==> src/rtl/asram_pkg.sv <==
package asram_pkg;

    typedef enum logic [2:0] {
        ST_IDLE     = 3'd0,
        ST_RD       = 3'd1,
        ST_WR_TA    = 3'd2,
        ST_WR_PULSE = 3'd3,
        ST_WR_REC   = 3'd4
    } asram_state_e;

    function automatic int imax(input int a, input int b);
        return (a > b) ? a : b;
    endfunction

endpackage

==> src/rtl/asram_wait_ctr.sv <==
module asram_wait_ctr #(
    parameter int CW = 2
) (
    input  logic          clk,
    input  logic          rst_n,
    input  logic          load,
    input  logic [CW-1:0] load_val,
    output logic          last
);
    logic [CW-1:0] cnt_d, cnt_q;

    always_comb begin
        cnt_d = cnt_q;
        if (load)
            cnt_d = load_val;
        else if (cnt_q != '0)
            cnt_d = cnt_q - 1'b1;
    end

    always_ff @(posedge clk or negedge rst_n) begin
        if (!rst_n) cnt_q <= '0;
        else        cnt_q <= cnt_d;
    end

    assign last = (cnt_q == '0);
endmodule

==> src/rtl/asram_rd_capture.sv <==
module asram_rd_capture #(
    parameter int DATA_W = 8
) (
    input  logic              clk,
    input  logic              rst_n,
    input  logic              cap,
    input  logic [DATA_W-1:0] din,
    output logic [DATA_W-1:0] dout
);
    logic [DATA_W-1:0] data_d, data_q;

    always_comb begin
        data_d = cap ? din : data_q;
    end

    always_ff @(posedge clk or negedge rst_n) begin
        if (!rst_n) data_q <= '0;
        else        data_q <= data_d;
    end

    assign dout = data_q;
endmodule

==> src/rtl/asram_ctrl.sv <==
module asram_ctrl
    import asram_pkg::*;
#(
    parameter int ADDR_W      = 13,
    parameter int DATA_W      = 8,
    parameter int RD_WAIT     = 2,
    parameter int WR_PULSE    = 1,
    parameter int WR_PULSE_OE = 2,
    parameter int KEEP_OE_WR  = 0
) (
    input  logic              clk,
    input  logic              rst_n,
    input  logic              req_valid,
    input  logic              req_write,
    input  logic [ADDR_W-1:0] req_addr,
    input  logic [DATA_W-1:0] req_wdata,
    output logic              req_ready,
    output logic              rsp_done,
    output logic [DATA_W-1:0] rsp_rdata,
    output logic [ADDR_W-1:0] mem_addr,
    output logic              mem_cs_n,
    output logic              mem_cs,
    output logic              mem_oe_n,
    output logic              mem_we_n,
    output logic [DATA_W-1:0] mem_dq_out,
    output logic              mem_dq_oe,
    input  logic [DATA_W-1:0] mem_dq_in
);
    localparam int RD_LEN    = imax(RD_WAIT, 1);
    localparam int PULSE_LEN = (KEEP_OE_WR != 0) ? imax(WR_PULSE_OE, 2) : imax(WR_PULSE, 1);
    localparam int CW        = $clog2(imax(RD_LEN, PULSE_LEN) + 1);
    localparam logic OE_IN_WR = (KEEP_OE_WR != 0) ? 1'b0 : 1'b1;

    typedef struct packed {
        asram_state_e      st;
        logic [ADDR_W-1:0] addr;
        logic [DATA_W-1:0] wdata;
        logic              cs_n;
        logic              cs;
        logic              oe_n;
        logic              we_n;
        logic              dq_oe;
        logic              done;
    } regs_t;

    regs_t         r_d, r_q;
    logic          ctr_load;
    logic [CW-1:0] ctr_val;
    logic          ctr_last;
    logic          rd_cap;

    asram_wait_ctr #(.CW(CW)) u_ctr (
        .clk      (clk),
        .rst_n    (rst_n),
        .load     (ctr_load),
        .load_val (ctr_val),
        .last     (ctr_last)
    );

    asram_rd_capture #(.DATA_W(DATA_W)) u_cap (
        .clk   (clk),
        .rst_n (rst_n),
        .cap   (rd_cap),
        .din   (mem_dq_in),
        .dout  (rsp_rdata)
    );

    always_comb begin
        r_d      = r_q;
        r_d.done = 1'b0;
        ctr_load = 1'b0;
        ctr_val  = '0;
        rd_cap   = 1'b0;
        unique case (r_q.st)
            ST_IDLE: begin
                if (req_valid) begin
                    r_d.addr  = req_addr;
                    r_d.wdata = req_wdata;
                    r_d.cs_n  = 1'b0;
                    r_d.cs    = 1'b1;
                    if (req_write) begin
                        r_d.st   = ST_WR_TA;
                        r_d.oe_n = OE_IN_WR;
                    end else begin
                        r_d.st   = ST_RD;
                        r_d.oe_n = 1'b0;
                        ctr_load = 1'b1;
                        ctr_val  = CW'(RD_LEN - 1);
                    end
                end
            end
            ST_RD: begin
                if (ctr_last) begin
                    rd_cap   = 1'b1;
                    r_d.done = 1'b1;
                    r_d.st   = ST_IDLE;
                    r_d.cs_n = 1'b1;
                    r_d.cs   = 1'b0;
                    r_d.oe_n = 1'b1;
                end
            end
            ST_WR_TA: begin
                r_d.st    = ST_WR_PULSE;
                r_d.we_n  = 1'b0;
                r_d.dq_oe = (KEEP_OE_WR == 0);
                ctr_load  = 1'b1;
                ctr_val   = CW'(PULSE_LEN - 1);
            end
            ST_WR_PULSE: begin
                r_d.dq_oe = 1'b1;
                if (ctr_last) begin
                    r_d.st   = ST_WR_REC;
                    r_d.we_n = 1'b1;
                    r_d.oe_n = 1'b1;
                end
            end
            ST_WR_REC: begin
                r_d.st    = ST_IDLE;
                r_d.dq_oe = 1'b0;
                r_d.done  = 1'b1;
                r_d.cs_n  = 1'b1;
                r_d.cs    = 1'b0;
                r_d.oe_n  = 1'b1;
            end
            default: begin
                r_d.st    = ST_IDLE;
                r_d.cs_n  = 1'b1;
                r_d.cs    = 1'b0;
                r_d.oe_n  = 1'b1;
                r_d.we_n  = 1'b1;
                r_d.dq_oe = 1'b0;
            end
        endcase
    end

    always_ff @(posedge clk or negedge rst_n) begin
        if (!rst_n) begin
            r_q       <= '0;
            r_q.st    <= ST_IDLE;
            r_q.cs_n  <= 1'b1;
            r_q.oe_n  <= 1'b1;
            r_q.we_n  <= 1'b1;
        end else begin
            r_q <= r_d;
        end
    end

    assign req_ready  = (r_q.st == ST_IDLE);
    assign rsp_done   = r_q.done;
    assign mem_addr   = r_q.addr;
    assign mem_cs_n   = r_q.cs_n;
    assign mem_cs     = r_q.cs;
    assign mem_oe_n   = r_q.oe_n;
    assign mem_we_n   = r_q.we_n;
    assign mem_dq_out = r_q.wdata;
    assign mem_dq_oe  = r_q.dq_oe;
endmodule

==> config.mk <==
export PLATFORM = sky130hd
export DESIGN_NAME = asram_ctrl
export DESIGN_NICKNAME = d
export VERILOG_FILES = /design/src/rtl/asram_pkg.sv /design/src/rtl/asram_wait_ctr.sv /design/src/rtl/asram_rd_capture.sv /design/src/rtl/asram_ctrl.sv
export SDC_FILE = /design/constraint.sdc
export NUM_CORES = 1
export LEC_CHECK = 0
export BUFFER_PORTS_ARGS = -buffer_cell sky130_fd_sc_hd__buf_2
export CAP_MARGIN = 20
export CORE_ASPECT_RATIO = 0.6
export CORE_UTILIZATION = 44
export CTS_CLUSTER_DIAMETER = 200
export DETAILED_ROUTE_END_ITERATION = 6
export GPL_ROUTABILITY_DRIVEN = 0
export GPL_TIMING_DRIVEN = 0
export PLACE_DENSITY = 0.75
export SYNTH_ARGS = -nofsm -noshare
export SYNTH_HDL_FRONTEND = slang
export SYNTH_HIERARCHICAL = 1
export SYNTH_SLANG_ARGS = --single-unit
==> constraint.sdc <==
create_clock -name clk -period 1.6 [get_ports clk]
set_clock_uncertainty 0.05 [all_clocks]
set_input_delay 0.16 -clock clk [delete_from_list [all_inputs] [get_ports clk]]
set_output_delay 0.16 -clock clk [all_outputs]
set_load 0.02 [all_outputs]
After elaboration in Yosys (flattened, before gate mapping)
Index checks and enable logic that the tools add are counted.
{ "word_totals": {"register_bits": 40, "inputBits": 33, "wordCells": 57} }
{ "classes": {"n_addsub": 1, "n_eq_ne": 7, "n_mux": 23, "bitwise": 3, "reduce_logical": 12} }
{ "ops": {"columns": ["op", "n"], "rows": [
  ["27-bit 2-to-1 mux", 1],
  ["3-bit case mux with 4 select lines", 1],
  ["3-bit 2-to-1 mux", 3],
  ["1-bit 2-to-1 mux", 8],
  ["2-bit 2-to-1 mux", 4],
  ["3-bit by 2-bit equality test with 1-bit output (second input constant)", 2],
  ["2-bit != test (second input constant)", 3],
  ["1-bit case mux with 2 select lines", 3],
  ["2-bit case mux with 3 select lines", 1],
  ["3-bit AND reduction", 2],
  ["1-bit case mux with 4 select lines", 1],
  ["2-bit AND reduction", 2],
  ["4-bit AND reduction", 1],
  ["2-bit nonzero test", 2],
  ["2-bit OR reduction", 2],
  ["3-bit by 1-bit equality test with 1-bit output (second input constant)", 1],
  ["3-bit equality test (second input constant)", 1],
  ["3-bit zero test", 1],
  ["1-bit inverter", 3],
  ["1-bit case mux with 3 select lines", 1],
  ["3-bit OR reduction", 1],
  ["2-bit zero test", 1],
  ["2-bit by 1-bit subtractor with 2-bit output (second input constant)", 1]
]} }

Logic depth before layout (Yosys ltp)
{ "depth": {"depth_word": 4, "mapped_depth": 6, "ltp_nobuf": 5} }

Modules after synthesis
The synthesis kept the hierarchy.
{ "by_module_without_submodules": {"columns": ["module", "n_inst", "cells_per_inst", "area_per_inst_um2", "seq_area_each_um2"], "rows": [
  ["asram_ctrl", 1, 115, 1492.7, 754.5],
  ["asram_rd_capture", 1, 17, 331.6, 200.2],
  ["asram_wait_ctr", 1, 12, 113.9, 50.0]
]} }

Least setup slack after synthesis
Ideal clock, no wire load.
{ "synth_timing": {"kind": "reg2reg", "start": "register u_ctr.cnt_q[0]", "end": "register u_cap.data_q[0] (netlist: u_cap/dout[0])", "arrival_time_ns": 1.459, "path_slack_ns": -0.034, "path_stages_with_launch": 7, "n_path_buf": 1, "period_less_slack_ns": 1.634, "path_cell_list": "dfrtp_1 > inv_1 > ha_1 > nand2_1 > nor3_1 > buf_6 > mux2_4"} }
{ "synth_between": {"elab_chain_len": 3} }
{ "synth_lines": {"columns": ["element", "line_no", "rtl"], "rows": [
  ["from (decl)", "asram_wait_ctr.sv:10", "logic [CW-1:0] cnt_d, cnt_q;"],
  ["from (signal assigned)", "asram_wait_ctr.sv:22", "else cnt_q <= cnt_d;"],
  ["2-bit zero test", "asram_wait_ctr.sv:25", "assign last = (cnt_q == '0);"],
  ["net ctr_last", "asram_ctrl.sv:49", "logic ctr_last;"],
  ["1-bit 2-to-1 mux", "asram_ctrl.sv:93", "if (ctr_last) begin"],
  ["1-bit 2-to-1 mux", "asram_ctrl.sv:74", "unique case (r_q.st)"],
  ["net rd_cap", "asram_ctrl.sv:50", "logic rd_cap;"],
  ["to (signal assigned)", "asram_rd_capture.sv:18", "else data_q <= data_d;"],
  ["to (decl)", "asram_rd_capture.sv:10", "logic [DATA_W-1:0] data_d, data_q;"]
]} }
The timed path passes the listed nets, and every way through them passes these cells.
A chain may end at the register's enable or synchronous reset.

Final worst setup path
{ "layout_timing": {"start": "register r_q[27] (netlist bit)", "end": "register r_q, in the netlist mem_addr[2]"} }
{ "layout_between": {"elab_chain_len": 2} }
{ "layout_lines": {"columns": ["element", "line_no", "rtl"], "rows": [
  ["from (decl)", "asram_ctrl.sv:46", "regs_t r_d, r_q;"],
  ["from (signal assigned)", "asram_ctrl.sv:144", "r_q <= r_d;"],
  ["3-bit zero test", "asram_ctrl.sv:74", null],
  ["2-bit AND reduction (no source line)", null, null]
]} }
Every way passes these cells.

==> impl_metrics.json <==
{
  "crit_path_top_delay_cell": "dfrtp_1",
  "synth_warnings": 6,
  "p_seq_share_pct": 31.9,
  "setup_slack_ns": 0.07244,
  "syn_avg_cell_area_sq_um": 13.46,
  "synthTopCellsByCount": "37 x dfrtp_1, 28 x mux2_4, 21 x buf_4",
  "netlist_instances": 144,
  "holdWs_ns": 0.04318,
  "place_ws_ns": -0.1781,
  "p_leak_nw": 1.282,
  "final_max_slew_viol_count": 0,
  "clk_pin_slew_ns": 0.08,
  "syn_area_sq_um": 1938,
  "htreeDepth": 2,
  "crit_arrival_ns": 1.65,
  "diodes": 0,
  "setup_violations": 0,
  "clock_latency_ns": 0.29,
  "dr_total_vias": 1272,
  "p_int_w": 0.003734,
  "max_freq_mhz": 654.6,
  "cp_cell_sequence": "nor3_4 > and2_4 > buf_12 > mux2_4",
  "first_pass_iters": 4,
  "cts_buffers": 5,
  "pwr-share-clk_pct": 14.8,
  "endpoint_kind": "flop",
  "synth_edf_count": 0,
  "worstSetupPathType": "flop to flop",
  "comb_power_share_pct": 53.4,
  "power.total_w": 0.005815,
  "io_buffers": 68,
  "first_iter_violations": 38,
  "p_per_area_nw_per_um2": 2287,
  "dp_hpwl_microns": 2458,
  "yosysMostFrequentCell": "dfrtp_1",
  "core_sq_um": 4167,
  "finalWirelength_microns": 3483,
  "grt_remaining_overflow": 0,
  "period_minus_slack_ns": 1.528,
  "finalHoldViolations": 0,
  "synth_seq_cells": 40,
  "wire_per_inst_microns": 12.31,
  "worst_pin_slew_ns": 0.8744,
  "utilization_pct": 61.02,
  "syn_nets": 178,
  "clockRootBuffer": "clkbuf_8",
  "drive_gt1_share_pct": 65.47,
  "cts_tree": "yes",
  "hold_class": "input pin to flop",
  "crit_buf_inv": 1,
  "ios": 69,
  "antenna_found_initial": 0,
  "die-area_sq_um": 4683,
  "grt_pass1_vias": 1163,
  "clock-sinks": 40,
  "critPathTopFamily": "flip-flops",
  "row_count": 18,
  "crit_path_max_incr_delay_ns": 0.47,
  "drc": 0,
  "grt_pass1_wl_microns": 5430,
  "status": "finished, final reports clean",
  "async_flop_share_pct": 100.0,
  "rsz0062_at_grt": "no",
  "ys_top_cells_by_area": "dfrtp_1 48%, mux2_4 22%, buf_4 8.1%",
  "ys.flop_type": "dfrtp_1",
  "startpoint_type": "flop",
  "p_sw_w": 0.002081,
  "grt_max_degree": 41,
  "cp_data_required_time_ns": 1.72,
  "switching_share_pct": 35.79,
  "worst-path-max-fanout": 10,
  "ys_types": 31,
  "synth_top_area_share_pct": 47.77,
  "start_util_pct": 46.52,
  "die_h_microns": 53.41,
  "ir_drop_v": 0.001300,
  "finalCritPeriodShare_pct": 95.47,
  "relSlewSlack_pct": 41.71,
  "cts_buffer_depth": 2,
  "ant_nets": 0,
  "final_nets": 256,
  "grt_use_total_pct": 16.17,
  "maxCapViolCount": 0,
  "die_w_microns": 87.68,
  "area_delta_synth_final_pct": 31.18,
  "synth_top_area_cell": "dfrtp_1",
  "viasPerCell": 4.495,
  "ys_seq_area_share_pct": 51.84
}
[metrics by stage]
step	TNS (ns)	area [sq um]	instances
after floorplan	0	1947	144
after global placement	-0.9122	2362	272
after detailed placement	-1.382	2362	272
after CTS	0	2519	282
after global routing	0	2542	283
final	0	2542	283
[placed cells by master (no fill, tap or decap), drive strengths merged]
master and count:
buf 97, dfrtp 37, mux2 30, nor2 6, a21oi 6, clkbuf 6
inv 6, nor3 6, o21ai 3, dfstp 3, nand2 3, and3 2
and2 2, a211o 1, nand3b 1, nand2b 1, nor3b 1, nor2b 1
o31ai 1, o32a 1, o21bai 1, clkinv 1, bufinv 1, dlygate4sd3 1
xor2 1, or2b 1, conb 1, o31a 1, ha 1
[cell type report]
type	instances	area (sq um)
Clock inverter	2	38.79
Timing Repair Buffer	71	365.4
Tap cell	60	75.07
Multi-Input combinational cell	71	729.5
Sequential cell	40	1005
Inverter	6	22.52
Buffer	27	224.0
Clock buffer	6	82.58
Fill cell	337	1624
[sequential cells by signal, indices dropped and copies added (netlist names)]
| register | count |
|---|---|
| mem_addr | 13 |
| mem_cs_n | 1 |
| mem_dq_out | 8 |
| rsp_done | 1 |
| mem_dq_oe | 1 |
| mem_cs | 1 |
| r_q | 3 |
| mem_oe_n | 1 |
| u_ctr/cnt_q | 2 |
| u_cap/dout | 8 |
| mem_we_n | 1 |
[what timing repair did]
| action | CTS | global route |
|---|---|---|
| endpoints found under the setup margin | 8 | 8 |
| pin swaps | 1 | 1 |
| setup buffers | 1 | 1 |
| gates resized for setup | 3 | 5 |
| hold buffers | 1 | 0 |
| hold endpoints to repair | 37 | 0 |
[path summary, 6_finish.rpt]
path	startpoint	to	slack, ns	cells past startpoint
setup / recovery	r_q[27]	mem_addr[2]	0.07	4
hold / removal	req_addr[3]	mem_addr[3]	0.04	2
setup reg to reg	r_q[27]	mem_addr[2]	0.07	4
hold reg to reg	u_cap/dout[3]	u_cap/dout[3]	0.46	1
max in group asynchronous	rst_n	u_ctr/cnt_q[1]	0.46	2
min in group asynchronous	rst_n	mem_addr[9]	0.49	2
[cell families (layout without fill, tap and decap cells)]
kind of cell | count (synthesis) | after routing | share of synthesized area, %
AO/OA/AOI/OAI | 14 | 14 | 4.519
XOR/XNOR | 1 | 1 | 0.4520
adder cells (fa/ha/maj) | 1 | 1 | 0.6455
buffers and inverters | 33 | 112 | 12.72
flip-flops | 40 | 40 | 51.84
multiplexers | 30 | 30 | 22.85
other | 1 | 1 | 0.1935
AND/OR/NAND/NOR | 24 | 24 | 6.779
[worst reg2reg max path, delay by kind of cell, from the launching register on]
family	cells	cell delay [ns]
flops	1	0.47
simple gates	2	0.44
mux	1	0.30
buf+inv	1	0.15
[metal layers]
| layer | GRT usage [%] | up-vias | routed length (microns) |
|---|---|---|---|
| met4 | 4.918 | 0 | 27 |
| met1 | 22.32 | 598 | 1771 |
| met3 | 5.460 | 3 | 216 |
| met2 | 23.96 | 54 | 1468 |
| met5 | 0 | - | 0 |
| li1 | - | 617 | - |
[power groups by stage]
| stage | combinational (W) | sequential [W] | clock, W |
|---|---|---|---|
| after CTS | 0.00306 | 0.00185 | 0.000890 |
| final | 0.00310 | 0.00185 | 0.000859 |
| after global routing | 0.00336 | 0.00192 | 0.000933 |
| after floorplan | 0.00211 | 0.00202 | 0 |
| after global placement | 0.00296 | 0.00183 | 0 |
| after detailed placement | 0.00300 | 0.00185 | 0 |
Power figures use the tool's default switching activity.
